### config.mk
export PLATFORM = sky130hd
export DESIGN_NAME = brc_burst_rom_ctl
export DESIGN_NICKNAME = d
export VERILOG_FILES = /design/src/rtl/brc_pkg.sv /design/src/rtl/brc_full_timer.sv /design/src/rtl/brc_beat_ctr.sv /design/src/rtl/brc_addr_gen.sv /design/src/rtl/brc_burst_rom_ctl.sv
export SDC_FILE = /design/constraint.sdc
export NUM_CORES = 1
export LEC_CHECK = 0
export BUFFER_PORTS_ARGS = -buffer_cell sky130_fd_sc_hd__buf_2
export CAP_MARGIN = 20
export CORE_MARGIN = 8
export CORE_UTILIZATION = 51
export CTS_CLUSTER_DIAMETER = 60
export DETAILED_ROUTE_END_ITERATION = 7
export PLACE_DENSITY_LB_ADDON = 0.12
export SLEW_MARGIN = 20
export SYNTH_ARGS = -nofsm -noshare
export SYNTH_HDL_FRONTEND = slang
export SYNTH_SLANG_ARGS = --single-unit
### constraint.sdc
create_clock -name clk -period 2.9 [get_ports clk]
set_clock_uncertainty 0.2 [all_clocks]
set_input_delay 0.58 -clock clk [delete_from_list [all_inputs] [get_ports clk]]
set_output_delay 0.58 -clock clk [all_outputs]
set_load 0.01 [all_outputs]
### src/rtl/brc_pkg.sv
package brc_pkg;

  typedef enum logic [2:0] {
    S_IDLE  = 3'd0,
    S_PRE   = 3'd1,
    S_FULL  = 3'd2,
    S_BURST = 3'd3,
    S_POST  = 3'd4,
    S_GAP   = 3'd5
  } brc_state_e;

  typedef struct packed {
    logic is_wr;
    logic qual;
  } brc_kind_t;

endpackage

### src/rtl/brc_full_timer.sv
module brc_full_timer #(
  parameter int WAIT_W = 3
) (
  input  logic              clk,
  input  logic              rst_n,
  input  logic              en,
  input  logic [WAIT_W-1:0] wait_cfg,
  input  logic              ext_wait,
  output logic              full_last
);

  localparam int CNT_W = WAIT_W + 1;
  localparam logic [CNT_W-1:0] CNT_MAX = '1;

  logic [CNT_W-1:0] cnt_q;
  logic [CNT_W-1:0] cnt_d;
  logic [CNT_W-1:0] prog_end;

  assign prog_end = {1'b0, wait_cfg} + CNT_W'(1);

  always_comb begin
    cnt_d = cnt_q;
    if (!en) begin
      cnt_d = '0;
    end else if (cnt_q != CNT_MAX) begin
      cnt_d = cnt_q + CNT_W'(1);
    end
  end

  always_ff @(posedge clk or negedge rst_n) begin
    if (!rst_n) begin
      cnt_q <= '0;
    end else begin
      cnt_q <= cnt_d;
    end
  end

  assign full_last = en && (cnt_q >= prog_end) && !ext_wait;

endmodule

### src/rtl/brc_beat_ctr.sv
module brc_beat_ctr #(
  parameter int BEAT_LOG = 3
) (
  input  logic                clk,
  input  logic                rst_n,
  input  logic                clear,
  input  logic                burst_en,
  input  logic                advance,
  input  logic                two_cyc,
  input  logic                len_long,
  output logic [BEAT_LOG-1:0] beat_idx,
  output logic                last_cyc,
  output logic                final_beat
);

  localparam logic [BEAT_LOG-1:0] LAST_LONG  = '1;
  localparam logic [BEAT_LOG-1:0] LAST_SHORT = LAST_LONG >> 1;

  logic [BEAT_LOG-1:0] beat_q;
  logic [BEAT_LOG-1:0] beat_d;
  logic                sub_q;
  logic                sub_d;

  assign last_cyc   = !two_cyc || sub_q;
  assign final_beat = beat_q == (len_long ? LAST_LONG : LAST_SHORT);
  assign beat_idx   = beat_q;

  always_comb begin
    beat_d = beat_q;
    if (clear) begin
      beat_d = '0;
    end else if (advance) begin
      beat_d = beat_q + BEAT_LOG'(1);
    end
    sub_d = burst_en && !last_cyc;
  end

  always_ff @(posedge clk or negedge rst_n) begin
    if (!rst_n) begin
      beat_q <= '0;
      sub_q  <= 1'b0;
    end else begin
      beat_q <= beat_d;
      sub_q  <= sub_d;
    end
  end

  // a short burst never indexes past its fourth beat
  p_beat_range_r5: assert property (@(posedge clk) disable iff (!rst_n)
    (burst_en && !len_long) |-> (beat_q <= LAST_SHORT));

endmodule

### src/rtl/brc_addr_gen.sv
module brc_addr_gen #(
  parameter int AW       = 16,
  parameter int BEAT_LOG = 3
) (
  input  logic [AW-1:0]       base,
  input  logic [BEAT_LOG-1:0] beat,
  input  logic                len_long,
  output logic [AW-1:0]       addr
);

  localparam logic [AW-1:0] MASK_LONG  = AW'((1 << BEAT_LOG) - 1);
  localparam logic [AW-1:0] MASK_SHORT = AW'((1 << (BEAT_LOG - 1)) - 1);

  logic [AW-1:0] mask;
  logic [AW-1:0] stepped;

  assign mask    = len_long ? MASK_LONG : MASK_SHORT;
  assign stepped = base + AW'(beat);
  assign addr    = (base & ~mask) | (stepped & mask);

endmodule

### src/rtl/brc_burst_rom_ctl.sv
module brc_burst_rom_ctl
  import brc_pkg::*;
#(
  parameter int AW       = 16,
  parameter int WAIT_W   = 3,
  parameter int BEAT_LOG = 3
) (
  input  logic              clk,
  input  logic              rst_n,
  input  logic              req_valid,
  input  logic              req_write,
  input  logic              req_burst_ok,
  input  logic [AW-1:0]     req_addr,
  output logic              req_ack,
  input  logic [WAIT_W-1:0] cfg_wait,
  input  logic              cfg_beat2,
  input  logic              cfg_len8,
  input  logic              cfg_cs_ext,
  input  logic              cfg_rd_late,
  input  logic              ext_wait,
  output logic [AW-1:0]     bus_addr,
  output logic              bus_cs_n,
  output logic              bus_rd_n,
  output logic              bus_wr_n,
  output logic              host_rvalid,
  output logic              host_done
);

  // reset: asserted at once, released through two flops
  logic [1:0] rs_q;
  logic       rst_q;

  always_ff @(posedge clk or negedge rst_n) begin
    if (!rst_n) begin
      rs_q <= 2'b00;
    end else begin
      rs_q <= {rs_q[0], 1'b1};
    end
  end

  assign rst_q = rs_q[1];

  brc_state_e          st_q, st_d;
  brc_kind_t           kind_q, kind_d;
  logic [AW-1:0]       base_q, base_d;
  logic                late_q, late_d;

  logic                full_last;
  logic                burst_last_cyc;
  logic                burst_final;
  logic [BEAT_LOG-1:0] beat_idx;
  logic                in_full;
  logic                in_burst;
  logic                beat_adv;
  logic                new_qual;

  assign in_full  = st_q == S_FULL;
  assign in_burst = st_q == S_BURST;
  assign new_qual = req_burst_ok && !req_write;
  assign beat_adv = (in_full && full_last && kind_q.qual) ||
                    (in_burst && burst_last_cyc);

  brc_full_timer #(.WAIT_W(WAIT_W)) timer_i (
    .clk       (clk),
    .rst_n     (rst_q),
    .en        (in_full),
    .wait_cfg  (cfg_wait),
    .ext_wait  (ext_wait),
    .full_last (full_last)
  );

  brc_beat_ctr #(.BEAT_LOG(BEAT_LOG)) beat_i (
    .clk        (clk),
    .rst_n      (rst_q),
    .clear      (!(in_full || in_burst)),
    .burst_en   (in_burst),
    .advance    (beat_adv),
    .two_cyc    (cfg_beat2),
    .len_long   (cfg_len8),
    .beat_idx   (beat_idx),
    .last_cyc   (burst_last_cyc),
    .final_beat (burst_final)
  );

  brc_addr_gen #(.AW(AW), .BEAT_LOG(BEAT_LOG)) addr_i (
    .base     (base_q),
    .beat     (beat_idx),
    .len_long (cfg_len8),
    .addr     (bus_addr)
  );

  // next state
  always_comb begin
    st_d   = st_q;
    kind_d = kind_q;
    base_d = base_q;
    late_d = 1'b0;
    unique case (st_q)
      S_IDLE: begin
        if (req_valid) begin
          kind_d.is_wr = req_write;
          kind_d.qual  = new_qual;
          base_d       = req_addr;
          st_d         = (new_qual || cfg_cs_ext) ? S_PRE : S_FULL;
        end
      end
      S_PRE: st_d = S_FULL;
      S_FULL: begin
        if (full_last) begin
          late_d = !kind_q.is_wr && !kind_q.qual && cfg_rd_late;
          if (kind_q.qual) begin
            st_d = S_BURST;
          end else if (cfg_cs_ext) begin
            st_d = S_POST;
          end else begin
            st_d = S_GAP;
          end
        end
      end
      S_BURST: begin
        if (burst_last_cyc && burst_final) begin
          st_d = S_GAP;
        end
      end
      S_POST: st_d = S_GAP;
      S_GAP:  st_d = S_IDLE;
      default: st_d = S_IDLE;
    endcase
  end

  // registers
  always_ff @(posedge clk or negedge rst_q) begin
    if (!rst_q) begin
      st_q   <= S_IDLE;
      kind_q <= '0;
      base_q <= '0;
      late_q <= 1'b0;
    end else begin
      st_q   <= st_d;
      kind_q <= kind_d;
      base_q <= base_d;
      late_q <= late_d;
    end
  end

  // outputs
  assign req_ack     = (st_q == S_IDLE) && req_valid;
  assign bus_cs_n    = (st_q == S_IDLE) || (st_q == S_GAP);
  assign bus_rd_n    = !((!kind_q.is_wr && (in_full || in_burst)) || late_q);
  assign bus_wr_n    = !(kind_q.is_wr && in_full);
  assign host_rvalid = !kind_q.is_wr &&
                       ((in_full && full_last) || (in_burst && burst_last_cyc));
  assign host_done   = st_q == S_GAP;

  // once chip select drops, a strobe is active in the next cycle
  p_strobe_follows_r2: assert property (@(posedge clk) disable iff (!rst_q)
    $fell(bus_cs_n) |=> (!bus_rd_n || !bus_wr_n));

  // a burst read releases its strobe together with chip select
  p_no_post_ext_r2: assert property (@(posedge clk) disable iff (!rst_q)
    (kind_q.qual && $rose(bus_rd_n)) |-> bus_cs_n);

  // no beat may end while the wait input holds the full access
  p_wait_stretch_r3: assert property (@(posedge clk) disable iff (!rst_q)
    (in_full && ext_wait) |-> !host_rvalid);

  // single-cycle beats deliver data on every burst cycle
  p_burst_nowait_r4: assert property (@(posedge clk) disable iff (!rst_q)
    (in_burst && !cfg_beat2) |-> host_rvalid);

  // chip select stays high for more than one cycle between accesses
  p_cs_gap_r6: assert property (@(posedge clk) disable iff (!rst_q)
    $rose(bus_cs_n) |=> bus_cs_n);

  // data valid only while the read strobe and chip select are active
  p_rvalid_strobe_r11: assert property (@(posedge clk) disable iff (!rst_q)
    host_rvalid |-> (!bus_rd_n && !bus_cs_n));

  // completion follows a cycle with chip select active
  p_done_after_r11: assert property (@(posedge clk) disable iff (!rst_q)
    host_done |-> $past(!bus_cs_n));

  // acceptance only while the bus is released
  p_ack_idle_r12: assert property (@(posedge clk) disable iff (!rst_q)
    req_ack |-> bus_cs_n);

endmodule

-- Word-level counts from Yosys, hierarchy flattened
Cells that the tools add are included.
- $add $sub $neg: 4
- $lt $le $gt $ge: 1
- equality and inequality tests: 12
- muxes and demuxes: 15
- bitwise logic cells: 4
- reduce and logical (&&, ||, !) cells: 32
- operators with widths (kind ; count):
    AND 16 bit ; 2
    two-way mux 3 bit ; 8
    adder 16 x 3 -> 16 bit ; 1
    NOT 16 bit ; 1
    bitwise OR 16 bit ; 1
    case mux 3 bit (5 select lines) ; 1
    logical AND 1 bit ; 14
    logical NOT 1 bit ; 8
    two-way mux 4 bit ; 2
    != test 2 bit, second input constant ; 4
    logical OR 1 bit ; 7
    == test 3 x 2 -> 1 bit, second input constant ; 2
    == test 3 bit, second input constant ; 2
    adder 3 x 1 -> 4 bit, second input constant ; 1
    adder 4 x 1 -> 4 bit, second input constant ; 1
    greater-or-equal comparator 4 bit ; 1
    != test 4 bit, second input constant ; 1
    adder 3 x 1 -> 3 bit, second input constant ; 1
    == test 3 x 1 -> 1 bit, second input constant ; 1
    == test 3 bit ; 1
    logical NOT 3 bit ; 1
    two-way mux 1 bit ; 3
    AND reduction 3 bit ; 1
    two-way mux 2 bit ; 1
    other kinds (2) ; 2
- register bits: 32
- input bits: 29
- word-level logic and storage cells: 77

-- Longest topological paths before layout
- word-level depth: 9
- depth in mapped cells: 7
- gate-level depth less buffers: 7

-- Hierarchy
A second synthesis with hierarchy kept.
- cell total of the unflattened synthesis: 152
- area total of the unflattened synthesis: 1765.4 µm²
- by module, submodules not included (module ; times used ; cells each ; area each (µm²) ; sequential area each (µm²)):
    brc_burst_rom_ctl ; 1 ; 84 ; 1121.1 ; 600.6
    brc_full_timer ; 1 ; 33 ; 299.0 ; 100.1
    brc_beat_ctr ; 1 ; 17 ; 193.9 ; 100.1
    brc_addr_gen ; 1 ; 18 ; 151.4 ; 0.0

-- Least setup slack after synthesis
No wires, ideal clock.
- kind: input -> output
- start: input cfg_wait[0]
- end: output host_rvalid
- arrival time: 1.949 ns
- required time: 2.120 ns
- setup slack: 0.171 ns
- stages: 7
- path buffers: 0
- path through: ha_1 xnor2_1 ha_1 o21a_1 o21ai_0 or3_1 a21oi_1
- word-level cells in the longest chain between the ends: 7
- RTL lines (what ; RTL line ; source):
    start, declared ; brc_burst_rom_ctl.sv:15 ; input logic [WAIT_W-1:0] cfg_wait,
    adder 3 x 1 -> 4 bit ; brc_full_timer.sv:19 ; assign prog_end = {1'b0, wait_cfg} + CNT_W'(1);
    greater-or-equal comparator 4 bit ; brc_full_timer.sv:38 ; assign full_last = en && (cnt_q >= prog_end) && !ext_wait;
    logical AND 1 bit (2 in a row) ; brc_full_timer.sv:38 ;
    logical AND 1 bit ; brc_burst_rom_ctl.sv:152 ; ((in_full && full_last) || (in_burst && burst_last_cyc));
    logical OR 1 bit ; brc_burst_rom_ctl.sv:152 ;
    logical AND 1 bit ; brc_burst_rom_ctl.sv:151 ; assign host_rvalid = !kind_q.is_wr &&
    end, declared ; brc_burst_rom_ctl.sv:25 ; output logic host_rvalid,
No other way between the ends.

-- Worst setup path after layout
- start: register timer_i.cnt_q[0]
- end: output host_rvalid
- word-level cells in the longest chain between the ends: 6
- RTL lines (what ; RTL line ; source):
    start, declared ; brc_full_timer.sv:15 ; logic [CNT_W-1:0] cnt_q;
    start signal, assigned ; brc_full_timer.sv:34 ; cnt_q <= cnt_d;
    greater-or-equal comparator 4 bit ; brc_full_timer.sv:38 ;
    logical AND 1 bit (2 in a row) ; brc_full_timer.sv:38 ;
    logical AND 1 bit ; brc_burst_rom_ctl.sv:152 ;
    logical OR 1 bit ; brc_burst_rom_ctl.sv:152 ;
    logical AND 1 bit ; brc_burst_rom_ctl.sv:151 ;
No other way between the ends.

==> qor.csv <==
metric;value;unit
peak supply drop;0.4336;mV
Post-Syn Area;1720;sq um
Clock Tree Buf Depth;2;
First DRT Iteration DRCs;98;
later-pin clock latency in the skew report;320;ps
post-placement cell area;1942;sq um
CP endpoint kind;output port;
IO Port Bufs;50;
root buffer cell;clkbuf_4;
IO Count;51;
CP peak stage delay;440;ps
critical path type;flop to output port;
max-cap violation count;0;
#FFs+latches synth;32;
Rows;21;
startpoint types;flop;
drt first pass iters;4;
Worst-path clk slew;90;ps
period utilization;98.81;%
worst reg2reg path startpoint;timer_i.cnt_q[0];
cell family with most CP delay;compound AO/OA/AOI/OAI gates;
worst r2r path cells;9;
Initial Utilization;52.38;%
CP max FO;5;
GRT overflow;0;
layout cells sized above 1;41.67;%
worst-path cell chain;inv_1 -> ha_1 -> nand2b_4 -> a2111o_1 -> o21ai_2 -> or3_4 -> a21oi_2 -> buf_2;
dominant synthesized flop cell;dfrtp_1;
Num CTS Buffers;5;
first-pass GRT wire length;6175;um
total power draw;0.001882;W
Fin. Hold Viols;0;
yosys warns;0;
EDFF count, synth;0;
RSZ-0062 raised after global routing;yes;
Post-DP HPWL;2860;um
asr flop ratio synth;100.0;%
Power Dens Cells;894.0;nW/um^2
CP Buf/Inv Count;2;
R2R Setup Slk;440;ps
CTS tree;done;
slowest CP cell;dfrtp_1;
Synth area leaders;dfrtp_1, mux2_2, ha_1;
Placer Congestion;0.8042;
Static Leak;1.036;nW
Seq/Total Area, Yosys;46.55;%
DRT Wirelength;3663;um
Post-Layout Inst Area;2105;sq um
pin count of the biggest net entering global routing;21;
Crit Reg-Reg Endpoint;beat_i.beat_idx[1];
syn nets;203;
count leader, synth;dfrtp_1;
area share of the largest cell type after synthesis;46.55;%
gr usage total;14.66;%
Die Y-Extent;74.08;um
die area;5488;sq um
Die W;74.08;um
Distinct cells, synth;34;
synth cell count leaders;dfrtp_1, mux2_2, buf_4, inv_1;
fin nets;254;
min cycle time layout;2866;ps
drt drc;0;
Antenna diodes;0;
core area;3284;sq um
vias per inst;5.134;
setup violators final;0;
final slew viol count;0;
remaining antenna violation count after routing;0;
Via Count;1345;
count of mapped cells out of synthesis;165;
Critical Path AT;2090;ps
cell taking the most area after synthesis;dfrtp_1;
clock net sink count;32;
initial antenna violation count;0;
H-tree lvl count;2;
vias in the first global route;1394;
Wirelength per Cell;13.98;um
Required @ worst endpoint;2120;ps
Hold Path Class;flop to async pin;
run status;completed;
Mean Syn Cell Area;10.43;sq um
Layout area overhead;22.33;%
fmax;349.0;MHz
## worst max-delay path by stage
stage	startpoint	slack (ps)	cells after the start	to
CTS	cfg_wait[1]	-7	9	host_rvalid
global placement	cfg_wait[0]	30	9	host_rvalid
detailed placement	cfg_wait[0]	-40	9	host_rvalid
global route	timer_i.cnt_q[0]	-100	8	host_rvalid
finish	timer_i.cnt_q[0]	30	8	host_rvalid
floorplan	cfg_wait[0]	170	7	host_rvalid
## through the flow
step	worst slack, ps	setup TNS, ps	instances	utilization, %	hold slack (ps)
global placement	31.58	0	248	59.12	-18.39
detailed placement	-43.83	-43.83	248	59.12	-18.39
finish	34.43	0	262	64.08	58.33
CTS	-7.145	-7.145	261	63.35	60.52
global route	-102.8	-102.8	262	64.08	97.04
floorplan	170.6	0	165	-	84.41
## layout by cell type (no fill, tap or decap), types with 2 or more instances in the layout
cell type / instances
nor3_1: 6
nand2_1: 11
ha_1: 7
dlygate4sd3_1: 3
nand3_1: 5
buf_4: 8
o21ai_0: 5
nand2b_1: 3
o21a_1: 2
mux2_2: 16
and3_1: 2
a21oi_1: 6
buf_2: 48
nor2_1: 11
clkbuf_4: 5
inv_1: 13
mux2i_1: 2
dfrtp_1: 32
o31ai_1: 2
xnor2_1: 4
## layer usage
| layer | vias up | global-route usage (%) | share of wire [%] |
|---|---|---|---|
| li1 | 650 | - | - |
| met1 | 640 | 16.11 | 41 |
| met2 | 46 | 24.12 | 49 |
| met3 | 9 | 6.334 | 7.6 |
| met4 | 0 | 6.208 | 2.4 |
| met5 | - | 0 | 0 |
## worst reg2reg max path, delay by kind of cell, from the launching register on
family,cells,cell delay (ps)
buffers and inverters,3,340
AND/OR/NAND/NOR,2,450
adder cells (fa/ha/maj),1,280
flip-flops,1,440
AO/OA/AOI/OAI,3,700
## repair_timing
action / 4_1_cts / 5_1_grt
hold buffers: 3 / 0
hold endpoints to repair: 7 / 0
gates resized for setup: 10 / 3
endpoints found under the setup margin: 1 / 1
pin swaps: 8 / 3
setup buffers: 3 / 1
## logic make-up (layout without fill, tap and decap cells)
family | after synthesis | in the layout | share of synthesized area, %
AOI/OAI and AO/OA | 24 | 24 | 8.872
other | 1 | 1 | 0.2180
and+or+nand+nor | 46 | 46 | 13.60
DFF | 32 | 32 | 46.55
buffers and inverters | 30 | 81 | 9.600
xor gates and xnor gates | 5 | 5 | 2.545
muxes | 18 | 18 | 11.64
adders and majority gates | 9 | 9 | 6.982
## state kept, by name, summed over array words and instances (netlist names)
name             cells
timer_i.cnt_q        4
st_q                 3
kind_q               2
rs_q                 2
beat_i.sub_q         1
beat_i.beat_idx      3
late_q               1
base_q              16
## power by group
| group | leakage, nW | internal, W | switching, W |
|---|---|---|---|
| sequential | 0.399 | 0.000618 | 0.000147 |
| combinational | 0.608 | 0.000449 | 0.000441 |
| clock | 0.0281 | 0.0000891 | 0.000136 |
## layout make-up
class	count	area (sq um)
fillers	290	1180
repair buffers	61	356.6
inverters	13	48.80
well taps	46	57.56
clock buffers	6	41.29
flip-flops and latches	32	800.8
clock inverters	1	5.005
multi-input cells	103	794.5
Power figures use the tool's default switching activity.
